--- config.mk ---
export PLATFORM = sky130hd
export DESIGN_NAME = missTracker
export DESIGN_NICKNAME = d
export VERILOG_FILES = /design/src/rtl/missTrackPkg.sv /design/src/rtl/ageOrder.sv /design/src/rtl/missTrackData.sv /design/src/rtl/missTrackCtrl.sv /design/src/rtl/missTracker.sv
export SDC_FILE = /design/constraint.sdc
export NUM_CORES = 1
export LEC_CHECK = 0
export BUFFER_PORTS_ARGS = -buffer_cell sky130_fd_sc_hd__buf_2
export CAP_MARGIN = 20
export CELL_PAD_IN_SITES_DETAIL_PLACEMENT = 2
export CELL_PAD_IN_SITES_GLOBAL_PLACEMENT = 2
export CORE_MARGIN = 3
export CORE_UTILIZATION = 43
export CTS_CLUSTER_DIAMETER = 60
export CTS_CLUSTER_SIZE = 28
export DETAILED_ROUTE_END_ITERATION = 8
export PLACE_DENSITY_LB_ADDON = 0.1
export SYNTH_ARGS = -nofsm -noshare
export SYNTH_HDL_FRONTEND = slang
export SYNTH_SLANG_ARGS = --single-unit
--- constraint.sdc ---
create_clock -name clk -period 7.55 [get_ports clk]
set_input_delay 0.755 -clock clk [delete_from_list [all_inputs] [get_ports clk]]
set_output_delay 0.755 -clock clk [all_outputs]
set_load 0.01 [all_outputs]
--- src/rtl/missTrackPkg.sv ---
package missTrackPkg;

  typedef enum logic [1:0] {
    PRIM_FREE   = 2'd0,
    PRIM_WAIT   = 2'd1,
    PRIM_PEND   = 2'd2,
    PRIM_FILLED = 2'd3
  } primStateE;

  typedef enum logic [1:0] {
    RET_IDLE = 2'd0,
    RET_PRI  = 2'd1,
    RET_SEC  = 2'd2
  } retStateE;

  // strobes from control to datapath
  typedef struct packed {
    logic allocPrim;
    logic allocSec;
    logic issue;
    logic startRet;
    logic wakePrim;
    logic wakeSec;
    logic freePrim;
  } trackStrobesT;

  // status from datapath to control
  typedef struct packed {
    logic missMatch;
    logic primFull;
    logic secFull;
    logic anyWait;
    logic anyFilled;
    logic secCand;
    logic allEmpty;
  } trackStatusT;

endpackage

--- src/rtl/ageOrder.sv ---
module ageOrder #(
  parameter int N = 4
) (
  input  logic         clk,
  input  logic         rstN,
  input  logic [N-1:0] allocOH,
  input  logic [N-1:0] reqMask,
  output logic [N-1:0] oldestOH
);

  // olderQ[i][j] set: slot i was allocated before slot j
  logic [N-1:0] olderQ [N];

  always_ff @(posedge clk) begin
    if (!rstN) begin
      for (int i = 0; i < N; i++) olderQ[i] <= '0;
    end else begin
      for (int j = 0; j < N; j++) begin
        if (allocOH[j]) begin
          for (int i = 0; i < N; i++) begin
            olderQ[j][i] <= 1'b0;
            if (i != j) olderQ[i][j] <= 1'b1;
          end
        end
      end
    end
  end

  always_comb begin
    for (int i = 0; i < N; i++) begin
      logic beaten;
      beaten = 1'b0;
      for (int k = 0; k < N; k++) begin
        if (reqMask[k] && olderQ[k][i]) beaten = 1'b1;
      end
      oldestOH[i] = reqMask[i] && !beaten;
    end
  end

  AST_PICK_ONEHOT: assert property (@(posedge clk) disable iff (!rstN)
    $onehot0(oldestOH));
  AST_PICK_PRESENT: assert property (@(posedge clk) disable iff (!rstN)
    (|reqMask) |-> (|oldestOH));

endmodule

--- src/rtl/missTrackData.sv ---
module missTrackData
  import missTrackPkg::*;
#(
  parameter int ADDR_W = 32,
  parameter int TAG_W  = 5,
  parameter int PRIM_N = 4,
  parameter int SEC_N  = 4,
  parameter int OFF_W  = 5
) (
  input  logic              clk,
  input  logic              rstN,
  input  logic [ADDR_W-1:0] missAddr,
  input  logic [TAG_W-1:0]  missTag,
  input  logic              fillValid,
  input  logic [ADDR_W-1:0] fillAddr,
  input  trackStrobesT      strobes,
  output trackStatusT       status,
  output logic [ADDR_W-1:0] busReqAddr,
  output logic [TAG_W-1:0]  wakeTag
);

  localparam int LINE_W = ADDR_W - OFF_W;
  localparam int PIDX_W = (PRIM_N > 1) ? $clog2(PRIM_N) : 1;

  primStateE            primStateQ [PRIM_N];
  logic [LINE_W-1:0]    primLineQ  [PRIM_N];
  logic [TAG_W-1:0]     primTagQ   [PRIM_N];
  logic [SEC_N-1:0]     secValidQ;
  logic [PIDX_W-1:0]    secLinkQ   [SEC_N];
  logic [TAG_W-1:0]     secTagQ    [SEC_N];
  logic [PIDX_W-1:0]    retIdxQ;

  logic [LINE_W-1:0] missLine, fillLine, reqLine;
  logic [PRIM_N-1:0] liveMatch, primFreeV, primAllocOH, waitMask, filledMask, fillHit, issueOH;
  logic [SEC_N-1:0]  secAllocOH, secCandMask, secOldestOH;
  logic [PIDX_W-1:0] matchIdx, filledIdx;
  logic [TAG_W-1:0]  secTagSel;

  assign missLine = missAddr[ADDR_W-1:OFF_W];
  assign fillLine = fillAddr[ADDR_W-1:OFF_W];

  // per-slot classification of the primary table
  always_comb begin
    for (int i = 0; i < PRIM_N; i++) begin
      logic live;
      live          = (primStateQ[i] == PRIM_WAIT) || (primStateQ[i] == PRIM_PEND);
      liveMatch[i]  = live && (primLineQ[i] == missLine) &&
                      !(fillValid && (fillLine == missLine));
      primFreeV[i]  = (primStateQ[i] == PRIM_FREE);
      waitMask[i]   = (primStateQ[i] == PRIM_WAIT);
      filledMask[i] = (primStateQ[i] == PRIM_FILLED);
      fillHit[i]    = fillValid && (primStateQ[i] == PRIM_PEND) && (primLineQ[i] == fillLine);
    end
  end

  // lowest free slots, matched slot and lowest filled slot
  always_comb begin
    primAllocOH = '0;
    filledIdx   = '0;
    matchIdx    = '0;
    for (int i = PRIM_N - 1; i >= 0; i--) begin
      if (primFreeV[i]) begin
        primAllocOH    = '0;
        primAllocOH[i] = 1'b1;
      end
      if (filledMask[i]) filledIdx = PIDX_W'(i);
    end
    for (int i = 0; i < PRIM_N; i++) begin
      if (liveMatch[i]) matchIdx = matchIdx | PIDX_W'(i);
    end
    secAllocOH = '0;
    for (int j = SEC_N - 1; j >= 0; j--) begin
      if (!secValidQ[j]) begin
        secAllocOH    = '0;
        secAllocOH[j] = 1'b1;
      end
    end
    for (int j = 0; j < SEC_N; j++) begin
      secCandMask[j] = secValidQ[j] && (secLinkQ[j] == retIdxQ);
    end
  end

  ageOrder #(.N(PRIM_N)) u_primAge (
    .clk      (clk),
    .rstN     (rstN),
    .allocOH  (strobes.allocPrim ? primAllocOH : '0),
    .reqMask  (waitMask),
    .oldestOH (issueOH)
  );

  ageOrder #(.N(SEC_N)) u_secAge (
    .clk      (clk),
    .rstN     (rstN),
    .allocOH  (strobes.allocSec ? secAllocOH : '0),
    .reqMask  (secCandMask),
    .oldestOH (secOldestOH)
  );

  // output muxes
  always_comb begin
    reqLine = '0;
    for (int i = 0; i < PRIM_N; i++) begin
      if (issueOH[i]) reqLine = reqLine | primLineQ[i];
    end
    secTagSel = '0;
    for (int j = 0; j < SEC_N; j++) begin
      if (secOldestOH[j]) secTagSel = secTagSel | secTagQ[j];
    end
  end

  assign busReqAddr = {reqLine, {OFF_W{1'b0}}};
  assign wakeTag    = strobes.wakePrim ? primTagQ[retIdxQ] : secTagSel;

  assign status.missMatch = |liveMatch;
  assign status.primFull  = ~|primFreeV;
  assign status.secFull   = &secValidQ;
  assign status.anyWait   = |waitMask;
  assign status.anyFilled = |filledMask;
  assign status.secCand   = |secCandMask;
  assign status.allEmpty  = (&primFreeV) && !(|secValidQ);

  always_ff @(posedge clk) begin
    if (!rstN) begin
      for (int i = 0; i < PRIM_N; i++) begin
        primStateQ[i] <= PRIM_FREE;
        primLineQ[i]  <= '0;
        primTagQ[i]   <= '0;
      end
      for (int j = 0; j < SEC_N; j++) begin
        secLinkQ[j] <= '0;
        secTagQ[j]  <= '0;
      end
      secValidQ <= '0;
      retIdxQ   <= '0;
    end else begin
      for (int i = 0; i < PRIM_N; i++) begin
        if (strobes.allocPrim && primAllocOH[i]) begin
          primStateQ[i] <= PRIM_WAIT;
          primLineQ[i]  <= missLine;
          primTagQ[i]   <= missTag;
        end else if (strobes.issue && issueOH[i]) begin
          primStateQ[i] <= PRIM_PEND;
        end else if (fillHit[i]) begin
          primStateQ[i] <= PRIM_FILLED;
        end else if (strobes.freePrim && (retIdxQ == PIDX_W'(i))) begin
          primStateQ[i] <= PRIM_FREE;
        end
      end
      for (int j = 0; j < SEC_N; j++) begin
        if (strobes.allocSec && secAllocOH[j]) begin
          secValidQ[j] <= 1'b1;
          secLinkQ[j]  <= matchIdx;
          secTagQ[j]   <= missTag;
        end else if (strobes.wakeSec && secOldestOH[j]) begin
          secValidQ[j] <= 1'b0;
        end
      end
      if (strobes.startRet) retIdxQ <= filledIdx;
    end
  end

  AST_PRIM_NO_OVERFLOW: assert property (@(posedge clk) disable iff (!rstN)
    strobes.allocPrim |-> (|primFreeV));
  AST_SEC_NO_OVERFLOW: assert property (@(posedge clk) disable iff (!rstN)
    strobes.allocSec |-> !(&secValidQ));
  AST_NO_DUP_LINE: assert property (@(posedge clk) disable iff (!rstN)
    strobes.allocPrim |-> !(|liveMatch));
  AST_SEC_LINKED: assert property (@(posedge clk) disable iff (!rstN)
    strobes.allocSec |-> $onehot(liveMatch));
  AST_FREE_FILLED: assert property (@(posedge clk) disable iff (!rstN)
    strobes.freePrim |-> (primStateQ[retIdxQ] == PRIM_FILLED));
  AST_REQ_ADDR_HOLD: assert property (@(posedge clk) disable iff (!rstN)
    (status.anyWait && !strobes.issue) |=> $stable(busReqAddr));

endmodule

--- src/rtl/missTrackCtrl.sv ---
module missTrackCtrl
  import missTrackPkg::*;
(
  input  logic         clk,
  input  logic         rstN,
  input  logic         missValid,
  input  logic         busReqReady,
  input  logic         drainReq,
  input  trackStatusT  status,
  output trackStrobesT strobes,
  output logic         stall,
  output logic         busReqValid,
  output logic         wakeValid,
  output logic         drainDone
);

  retStateE retQ, retNext;
  logic     drainPendQ, drainDoneQ;
  logic     blocked, accept;

  assign blocked = drainPendQ || (status.missMatch ? status.secFull : status.primFull);
  assign stall   = missValid && blocked;
  assign accept  = missValid && !blocked;

  always_comb begin
    strobes           = '0;
    strobes.allocPrim = accept && !status.missMatch;
    strobes.allocSec  = accept && status.missMatch;
    strobes.issue     = status.anyWait && busReqReady;
    retNext           = retQ;
    unique case (retQ)
      RET_IDLE: begin
        if (status.anyFilled) begin
          strobes.startRet = 1'b1;
          retNext          = RET_PRI;
        end
      end
      RET_PRI: begin
        strobes.wakePrim = 1'b1;
        retNext          = RET_SEC;
      end
      RET_SEC: begin
        if (status.secCand) begin
          strobes.wakeSec = 1'b1;
        end else begin
          strobes.freePrim = 1'b1;
          retNext          = RET_IDLE;
        end
      end
      default: retNext = RET_IDLE;
    endcase
  end

  assign busReqValid = status.anyWait;
  assign wakeValid   = strobes.wakePrim || strobes.wakeSec;
  assign drainDone   = drainDoneQ;

  always_ff @(posedge clk) begin
    if (!rstN) begin
      retQ       <= RET_IDLE;
      drainPendQ <= 1'b0;
      drainDoneQ <= 1'b0;
    end else begin
      retQ       <= retNext;
      drainPendQ <= drainReq || (drainPendQ && !status.allEmpty);
      drainDoneQ <= drainPendQ && status.allEmpty;
    end
  end

  AST_DRAIN_EMPTY: assert property (@(posedge clk) disable iff (!rstN)
    drainDone |-> status.allEmpty);
  AST_DRAIN_BLOCKS: assert property (@(posedge clk) disable iff (!rstN)
    (drainPendQ && missValid) |-> !(strobes.allocPrim || strobes.allocSec));
  AST_WAKE_AFTER_FILL: assert property (@(posedge clk) disable iff (!rstN)
    $rose(wakeValid) |-> $past(status.anyFilled));

endmodule

--- src/rtl/missTracker.sv ---
module missTracker
  import missTrackPkg::*;
#(
  parameter int ADDR_W     = 32,
  parameter int TAG_W      = 5,
  parameter int PRIM_N     = 4,
  parameter int SEC_N      = 4,
  parameter int LINE_BYTES = 32
) (
  input  logic              clk,
  input  logic              rstN,
  input  logic              missValid,
  input  logic [ADDR_W-1:0] missAddr,
  input  logic [TAG_W-1:0]  missTag,
  output logic              stall,
  output logic              busReqValid,
  input  logic              busReqReady,
  output logic [ADDR_W-1:0] busReqAddr,
  input  logic              fillValid,
  input  logic [ADDR_W-1:0] fillAddr,
  output logic              wakeValid,
  output logic [TAG_W-1:0]  wakeTag,
  input  logic              drainReq,
  output logic              drainDone
);

  localparam int OFF_W = $clog2(LINE_BYTES);

  trackStrobesT strobes;
  trackStatusT  status;

  missTrackCtrl u_ctrl (
    .clk         (clk),
    .rstN        (rstN),
    .missValid   (missValid),
    .busReqReady (busReqReady),
    .drainReq    (drainReq),
    .status      (status),
    .strobes     (strobes),
    .stall       (stall),
    .busReqValid (busReqValid),
    .wakeValid   (wakeValid),
    .drainDone   (drainDone)
  );

  missTrackData #(
    .ADDR_W (ADDR_W),
    .TAG_W  (TAG_W),
    .PRIM_N (PRIM_N),
    .SEC_N  (SEC_N),
    .OFF_W  (OFF_W)
  ) u_data (
    .clk        (clk),
    .rstN       (rstN),
    .missAddr   (missAddr),
    .missTag    (missTag),
    .fillValid  (fillValid),
    .fillAddr   (fillAddr),
    .strobes    (strobes),
    .status     (status),
    .busReqAddr (busReqAddr),
    .wakeTag    (wakeTag)
  );

endmodule

Yosys cells after proc, flatten, opt, wreduce, memory -nomap -nowiden
Memories as Yosys holds them, arrays and structs flattened. A register that Yosys moved wholly into a read port is not among the register bits.
Index checks and enable logic that the tools add are counted.
Widths: inputs -> output; s select.

operators by class
  add/sub/neg operators = 0
  multiply operators = 0
  div/mod/pow operators = 0
  magnitude comparators = 0
  equal/unequal tests = 32
  shift-type cells = 0
  muxes and demuxes = 275
  bitwise operators = 94
  reductions and logical operators = 129

operator list
  kind                count
  $eq 27x27->1        9
  $mux 27             8
  $mux 1              212
  $logic_and 1x1->1   89
  $or 1x1->1          88
  $or 27x27->27       3
  $mux 5              13
  $mux 2              31
  $mux 4              10
  $reduce_or 4->1     6
  $eq 2x2->1 const B  11
  $or 5x5->5          3
  $logic_not 1->1     14
  $eq 2x1->1 const B  6
  $logic_not 2->1     6
  $eq 2x2->1          4
  $reduce_and 4->1    2
  $reduce_bool 2->1   4
  $logic_or 1x1->1    7
  $pmux 2 s3          1
  $ne 2x2->1 const B  2
  $reduce_and 2->1    1

storage, ports and cells
  bits in registers = 10
  latch bits = 0
  memory bits (writable) = 196
  bits in read-only memories = 0
  input port bits = 75
  output and inout bits = 41
  word-level logic and storage cells = 545
  memories = 7

memory list
  memory                   depth  bits a word  read ports  clocked after Yosys merged registers in  wr ports  RTL line             source
  u_data.primLineQ         4      27           4           0                                        4         missTrackData.sv:26  logic [LINE_W-1:0] primLineQ [PRIM_N];
  u_data.primTagQ          4      5            1           1                                        4         missTrackData.sv:27  logic [TAG_W-1:0] primTagQ [PRIM_N];
  u_data.secTagQ           4      5            4           0                                        4         missTrackData.sv:30  logic [TAG_W-1:0] secTagQ [SEC_N];
  u_data.u_primAge.olderQ  4      4            4           0                                        4         ageOrder.sv:12       logic [N-1:0] olderQ [N];
  u_data.u_secAge.olderQ   4      4            4           0                                        4         ageOrder.sv:12
  u_data.primStateQ        4      2            4           0                                        4         missTrackData.sv:25  primStateE primStateQ [PRIM_N];
  1 more memories          --     --           --          --                                       --        --

Logic depth before layout (Yosys ltp)
Gate-level depths: netlist of the first run.
An unclocked memory read counts as a cell.

  depth in word-level cells = 19
  mapped depth = 12

Cells and area by module
A second synthesis of the first run with hierarchy kept.

second synthesis, totals
  cells, all modules = 1117
  area, all modules = 11959.0 um^2

modules (own cells, without submodules)
  module         instances  cells each  area an instance (um^2)
  missTrackData  1          992         10807.9
  ageOrder       2          51          466.7
  missTrackCtrl  1          23          217.7

Least setup slack after synthesis of the first run
OpenSTA, ideal clock, no wires.

  path kind = input -> register
  start = input fillAddr[12]
  end = memory u_data.primLineQ[0][27] (netlist bit) (enable)
  setup time = 0.466 ns
  arrival = 4.552 ns
  data required time = 7.084 ns
  path slack = 2.533 ns
  cell stages on the path = 10
  buffers on the path = 3
  cell sequence = clkbuf_1 xnor2_1 nand4_1 nor4_1 nand4_1 o31a_1 nand2b_1 buf_2 buf_2 o21ai_0

RTL lines
  element             RTL line             source
  start: declaration  missTracker.sv:20    input logic [ADDR_W-1:0] fillAddr,
  end: declaration    missTrackData.sv:26

==> results of run 1 <==
==> worst max-delay path, cell delays in order <==
cell      delay (ns)
buf_2           0.16
xnor2_1         0.43
nand4_1         0.19
nor4_1          0.30
nand4_1         0.19
o31a_1          0.18
buf_4           0.26
nand2b_1        0.58
o21ai_4         0.87
buf_4           0.46
==> synth_stat cells (all sizes together) (3+ instances only) <==
cell type  instances  area (um2)
edfxtp           182        5470
xnor2            173        1520
and2             115         744
xor2              78         683
a22oi             72         541
nand2             71         267
clkbuf            56         210
nor2              54         203
buf               51         325
nand4             48         300
nor4              35         240
inv               32         120
o21ai             23         115
dfxtp             18         360
ha                16         200
nor3              15        75.1
nand3             13        87.6
a21oi             12        60.1
and3              12        75.1
a31oi              7        43.8
mux4               5         113
nand2b             5        31.3
o211ai             5        37.5
or4                5        37.5
a31o               4        35.0
nor2b              4        25.0
o21a               3        22.5
or3                3        18.8
==> routing by layer <==
metal / wire (um) / vias up / global-route usage (%) / share of wire, %
met3: 3610 / 64 / 5.12 / 7.8
met1: 20800 / 4885 / 45.5 / 45
met4: 741 / 0 / 6.50 / 1.6
li1: - / 4014 / - / -
met2: 21000 / 388 / 47.0 / 46
met5: 0 / - / 0 / 0
==> registers in the layout, indices dropped and copies added, names as in the netlist, named ones only <==
register	count
u_data.primTagQ	20
u_data.u_primAge.olderQ	12
u_data.u_secAge.olderQ	12
u_ctrl.drainPendQ	1
u_ctrl.retQ	2
u_data.retIdxQ	2
u_ctrl.drainDone	1
u_data.primLineQ	108
u_data.secValidQ	4
u_data.secTagQ	20
u_data.secLinkQ	8
u_data.primStateQ	8
==> where the power goes <==
part / switching [mW] / internal [mW]
sequential: 0.0705 / 1.28
combinational: 0.347 / 0.177
clock: 0.563 / 0.478
total: 0.981 / 1.94
==> worst max-delay path by stage <==
stage                                       endpoint  depth (start not counted)  slack (ns)    startpoint
2_1_floorplan  u_data.primLineQ[0][27]$_SDFFCE_PN0P_                         10        2.53  fillAddr[12]
3_3_place_gp   u_data.primLineQ[0][18]$_SDFFCE_PP0P_                         10        2.91  missAddr[21]
3_5_place_dp   u_data.primLineQ[0][22]$_SDFFCE_PP0P_                         10        2.90  missAddr[21]
4_1_cts        u_data.primLineQ[0][19]$_SDFFCE_PP0P_                         10        3.34  missAddr[21]
5_1_grt        u_data.primLineQ[0][19]$_SDFFCE_PP0P_                         10        3.07  missAddr[21]
6_report       u_data.primLineQ[0][19]$_SDFFCE_PP0P_                         10        3.26  missAddr[21]
==> logic make-up (layout without fill, tap and decap cells) <==
family	count (synthesis)	count (layout)	synth area share (%)
mux	5	5	0.931
flops	200	200	48.2
compound gates	140	140	8.11
other cells	1	5	0.0310
buf+inv	140	177	5.45
simple gates	381	381	17.5
fa+ha+maj	16	16	1.66
xor+xnor	251	251	18.2
==> metrics by stage <==
stage	setup slack, ns	utilization, %
after global placement	2.91	46.4
after detailed placement	2.90	46.4
final	3.26	48.8
after CTS	3.34	48.8
after floorplan	2.53	-
after global routing	3.07	48.8
==> cell type report <==
class,count,area share [%]
multi-input cells,798,42.5
clock inverters,15,1.71
flip-flops and latches,200,43.7
repair buffers,112,4.43
clock buffers,17,3.19
inverters,33,0.929
well taps,372,3.49
==> results.json, run 1 <==
{
  "regArea_mm2": 0.00583,
  "hold_slack_ns": 0.477,
  "row_count": 60,
  "critPathKind": "in2reg",
  "cp-start-kind": "input port",
  "cts_buffers": 17,
  "relSlewSlack_pct": 41.2,
  "clkSinkCount": 200,
  "drv_cap": 0,
  "drtPass1Iterations": 6,
  "cts_root_buffer": "clkbuf_16",
  "rsz0062_at_grt": "false",
  "cts_resized": 0,
  "placed_cell_area_mm2": 0.0127,
  "fin_crit_sh_pct": 56.8,
  "hold_path.startpoint": "u_data.u_secAge.olderQ[2][0]$_SDFFE_PP0P_",
  "clock_path_buffers": 2,
  "layout-drive-gt1-share_pct": 15.1,
  "dp.cells": 1515,
  "power_leakage_nw": 4.97,
  "dominantRegCellSynth": "edfxtp_1",
  "die-area_mm2": 0.0302,
  "viasPerCell": 6.04,
  "r2r-end": "u_data.primLineQ[0][19]$_SDFFCE_PP0P_",
  "critPathArrivalTime_ns": 4.41,
  "grt_pass1_vias": 9744,
  "cts_hold_buf": 0,
  "finalHoldViolCount": 0,
  "synth-seq-area-share_pct": 48.2,
  "pin_count": 116,
  "layoutNonFillerInstCount": 1547,
  "hp-class": "reg2reg",
  "final_common_cell": "edfxtp_1",
  "hold_depth": 2,
  "grt_max_degree": 49,
  "finalSetupViolations": 0,
  "drc_errors": 0,
  "cp_data_required_time_ns": 7.67,
  "tightestPinTransition_ns": 0.883,
  "syn_inst": 1134,
  "max-vdd-ir-drop_mv": 0.130,
  "fin_nets": 1253,
  "r2r_slack_ns": 3.30,
  "drt_iter0_markers": 1124,
  "final_cell_mix": "edfxtp_1 (182), xnor2_1 (173), and2_1 (104)",
  "postSynthAreaPerCell_um2": 10.7,
  "postCtsSetupRepairBufs": 0,
  "dp_hpwl_um": 32700,
  "wl_um": 46200,
  "ant_nets": 0,
  "io_buffers": 100,
  "vias": 9351,
  "post-route-min-period_ns": 4.29,
  "gr-total-overflow": 0,
  "yosys_warnings": 0,
  "reg2reg_from": "u_data.primLineQ[0][50]$_SDFFCE_PN0P_",
  "clk_pin_slew_ns": 0.09,
  "n_antenna_cell": 0,
  "multi_input_area_mm2": 0.00567,
  "fin_setup_tns_ns": 0,
  "cts_tree": "built",
  "synth_edf_count": 182,
  "cp_max_fo": 30,
  "fmax_mhz": 233,
  "die_width_um": 174,
  "synth-seq-cells": 200,
  "nFillCells": 2908,
  "worst_setup_path_end_kind": "flop",
  "cts-htree-levels": 4,
  "finalPower_mw": 2.92,
  "syn_area_mm2": 0.0121,
  "grt_pass1_wl_um": 68200,
  "p_per_area_mw_per_mm2": 219,
  "coreArea_mm2": 0.0273,
  "outcome": "finished clean",
  "syn2layout_area_growth_pct": 10.2,
  "start_util_pct": 44.3,
  "r2r_cells": 9,
  "wl_per_cell_um": 29.9,
  "async_flop_share_pct": 0,
  "die_y_um": 174,
  "drv_slew": 0,
  "netlist-cell-type-count": 52,
  "grt_antenna_before_repair": 1,
  "gp_congestion": 0.935,
  "clkLatencyLatePin_ns": 0.47,
  "grt_use_total_pct": 30.5,
  "fin_area_mm2": 0.0133,
  "hold_end": "u_data.u_secAge.olderQ[2][0]$_SDFFE_PP0P_",
  "finClkSkew_ns": 0.0224
}
(Power assumes the default switching activity.)
==> run 2: changes to the inputs <==
- CORE_UTILIZATION: 43 -> 40
- clock period: 7.55 -> 4 ns (I/O delays scaled with it)
==> run 2 against run 1 <==
  * Setup slack worse by 3.0 ns
  * First-iteration DRC count is 15% lower
  * Sequential power is 89% higher
  * Register-to-register slack worse by 2.8 ns
  * Utilization is 3.7 points lower
  * Routed wire length is 1.5% lower
  * Hold slack worse by 0.29 ns
  * Design area is 0.60% higher
  * Combinational power is 90% higher
  * Clock skew is 0.0037 ns lower
  * Critical path type is now reg2out
  * Largest cell class unchanged
  * Highest routed layer unchanged
==> results.json, run 2 (synthesis gave the netlist of run 1 again) <==
{
  "die_width_um": 180,
  "multi_input_area_mm2": 0.00567,
  "drtPass1Iterations": 5,
  "cts_buffers": 17,
  "grt_use_total_pct": 28.1,
  "largest_register": "u_data.primLineQ",
  "reg_top3": "u_data.primLineQ (108), u_data.primTagQ (20), u_data.secTagQ (20)",
  "clkLatencyLatePin_ns": 0.47,
  "die-area_mm2": 0.0324,
  "wl_um": 45500,
  "worst_setup_path_end_kind": "output port",
  "max-vdd-ir-drop_mv": 0.327,
  "hold_end": "u_ctrl.drainPendQ$_SDFF_PN0_",
  "r2r-end": "u_data.secTagQ[2][4]$_SDFFCE_PN0P_",
  "outcome": "finished clean",
  "hold_path.startpoint": "drainReq",
  "clkSinkCount": 200,
  "final_cell_mix": "edfxtp_1 (182), xnor2_1 (173), and2_1 (104)",
  "hp-class": "in2reg",
  "r2r_slack_ns": 0.52,
  "drc_errors": 0,
  "cts_resized": 0,
  "relSlewSlack_pct": 29.2,
  "r2r_cells": 9,
  "gp_congestion": 0.949,
  "fin_crit_sh_pct": 93.4,
  "post-route-min-period_ns": 3.73,
  "drv_cap": 0,
  "start_util_pct": 40.7,
  "critPathArrivalTime_ns": 3.33,
  "pin_count": 116,
  "coreArea_mm2": 0.0297,
  "gr-total-overflow": 0,
  "finalHoldViolCount": 0,
  "p_per_area_mw_per_mm2": 398,
  "wl_per_cell_um": 28.9,
  "cts_root_buffer": "clkbuf_16",
  "syn2layout_area_growth_pct": 10.9,
  "fin_setup_tns_ns": 0,
  "critPathKind": "reg2out",
  "rsz0062_at_grt": "false",
  "cp-start-kind": "flop",
  "nFillCells": 3122,
  "viasPerCell": 5.85,
  "postCtsSetupRepairBufs": 0,
  "tightestPinTransition_ns": 1.06,
  "cts_hold_buf": 0,
  "grt_antenna_before_repair": 0,
  "power_leakage_nw": 5.00,
  "hold_depth": 3,
  "ant_nets": 0,
  "cp_data_required_time_ns": 3.60,
  "cts_tree": "built",
  "final_util_pct": 45.1,
  "layout-drive-gt1-share_pct": 15.5,
  "row_count": 63,
  "fmax_mhz": 268,
  "cts-htree-levels": 4,
  "finClkSkew_ns": 0.0187,
  "regArea_mm2": 0.00583,
  "drt_iter0_markers": 961,
  "io_buffers": 100,
  "drv_slew": 0,
  "grt_pass1_vias": 9691,
  "finalSetupViolations": 0,
  "reg2reg_from": "u_data.primLineQ[0][52]$_SDFFCE_PN0P_",
  "die_y_um": 180,
  "fin_nets": 1264,
  "cp_max_fo": 9,
  "largest_register_ffs": 108,
  "clock_path_buffers": 2,
  "dp_hpwl_um": 33000,
  "vias": 9224,
  "grt_pass1_wl_um": 67100,
  "final_common_cell": "edfxtp_1",
  "clk_pin_slew_ns": 0.08,
  "grt_max_degree": 48
}
-- run 2: worst max path at each step --
stage                                                from                                    end  slack (ns)
global placement                             missAddr[29]     u_data.secTagQ[2][1]$_SDFFCE_PN0P_        0.60
floorplan                                    fillAddr[12]   u_data.primLineQ[0][0]$_SDFFCE_PP0P_       -0.65
global route         u_data.primLineQ[0][6]$_SDFFCE_PP0P_                                  stall        0.19
detailed placement                           missAddr[21]  u_data.primLineQ[0][48]$_SDFFCE_PN0P_        0.49
finish              u_data.primLineQ[0][52]$_SDFFCE_PN0P_                                  stall        0.27
CTS                 u_data.primLineQ[0][52]$_SDFFCE_PN0P_                                  stall        0.40
-- run 2: report_power, final --
part | leakage (nW) | internal, mW | total, mW | switching, mW
registers | 2.02 | 2.42 | 2.55 | 0.131
logic | 2.70 | 0.349 | 0.996 | 0.647
clock network | 0.284 | 0.871 | 1.80 | 0.927
total | 5.00 | 3.64 | 5.34 | 1.70
-- run 2: area by class of cell --
cell class / count / share of cell area [%]
clock inverter: 12 / 0.980
multi-input combinational: 798 / 42.3
timing repair buffer: 123 / 5.30
clock buffer: 20 / 3.42
inverter: 33 / 0.924
antenna: 1 / 0.0187
sequential: 200 / 43.4
tap: 390 / 3.64
-- run 2: through the flow --
| stage | hold WS [ns] | power, mW | worst slack (ns) | instance area (um2) | cells |
|---|---|---|---|---|---|
| after floorplan | 0.433 | 3.14 | -0.652 | 12100 | 1138 |
| after global placement | 0.457 | 3.54 | 0.596 | 12800 | 1544 |
| after detailed placement | 0.466 | 3.56 | 0.488 | 12800 | 1544 |
| after CTS | 0.172 | 5.35 | 0.402 | 13400 | 1576 |
| after global routing | 0.180 | 5.51 | 0.193 | 13400 | 1576 |
| final | 0.185 | 5.34 | 0.265 | 13400 | 1577 |
-- run 2: layer usage --
metal	track usage (%)	part of all wire (%)	up-vias
met1	42.1	47	4781
met2	42.4	44	356
met4	5.75	1.5	0
met3	5.81	7.4	46
li1	-	-	4041
met5	0	0	-
-- run 2: critical path, stage by stage, from the launching register on --
cell	delay, ns
edfxtp_1	0.48
xnor2_1	0.34
nand4_1	0.19
nor4_1	0.63
a22o_1	0.26
o31a_1	0.26
buf_4	0.22
nor2_1	0.07
o31a_1	0.29
buf_2	0.14
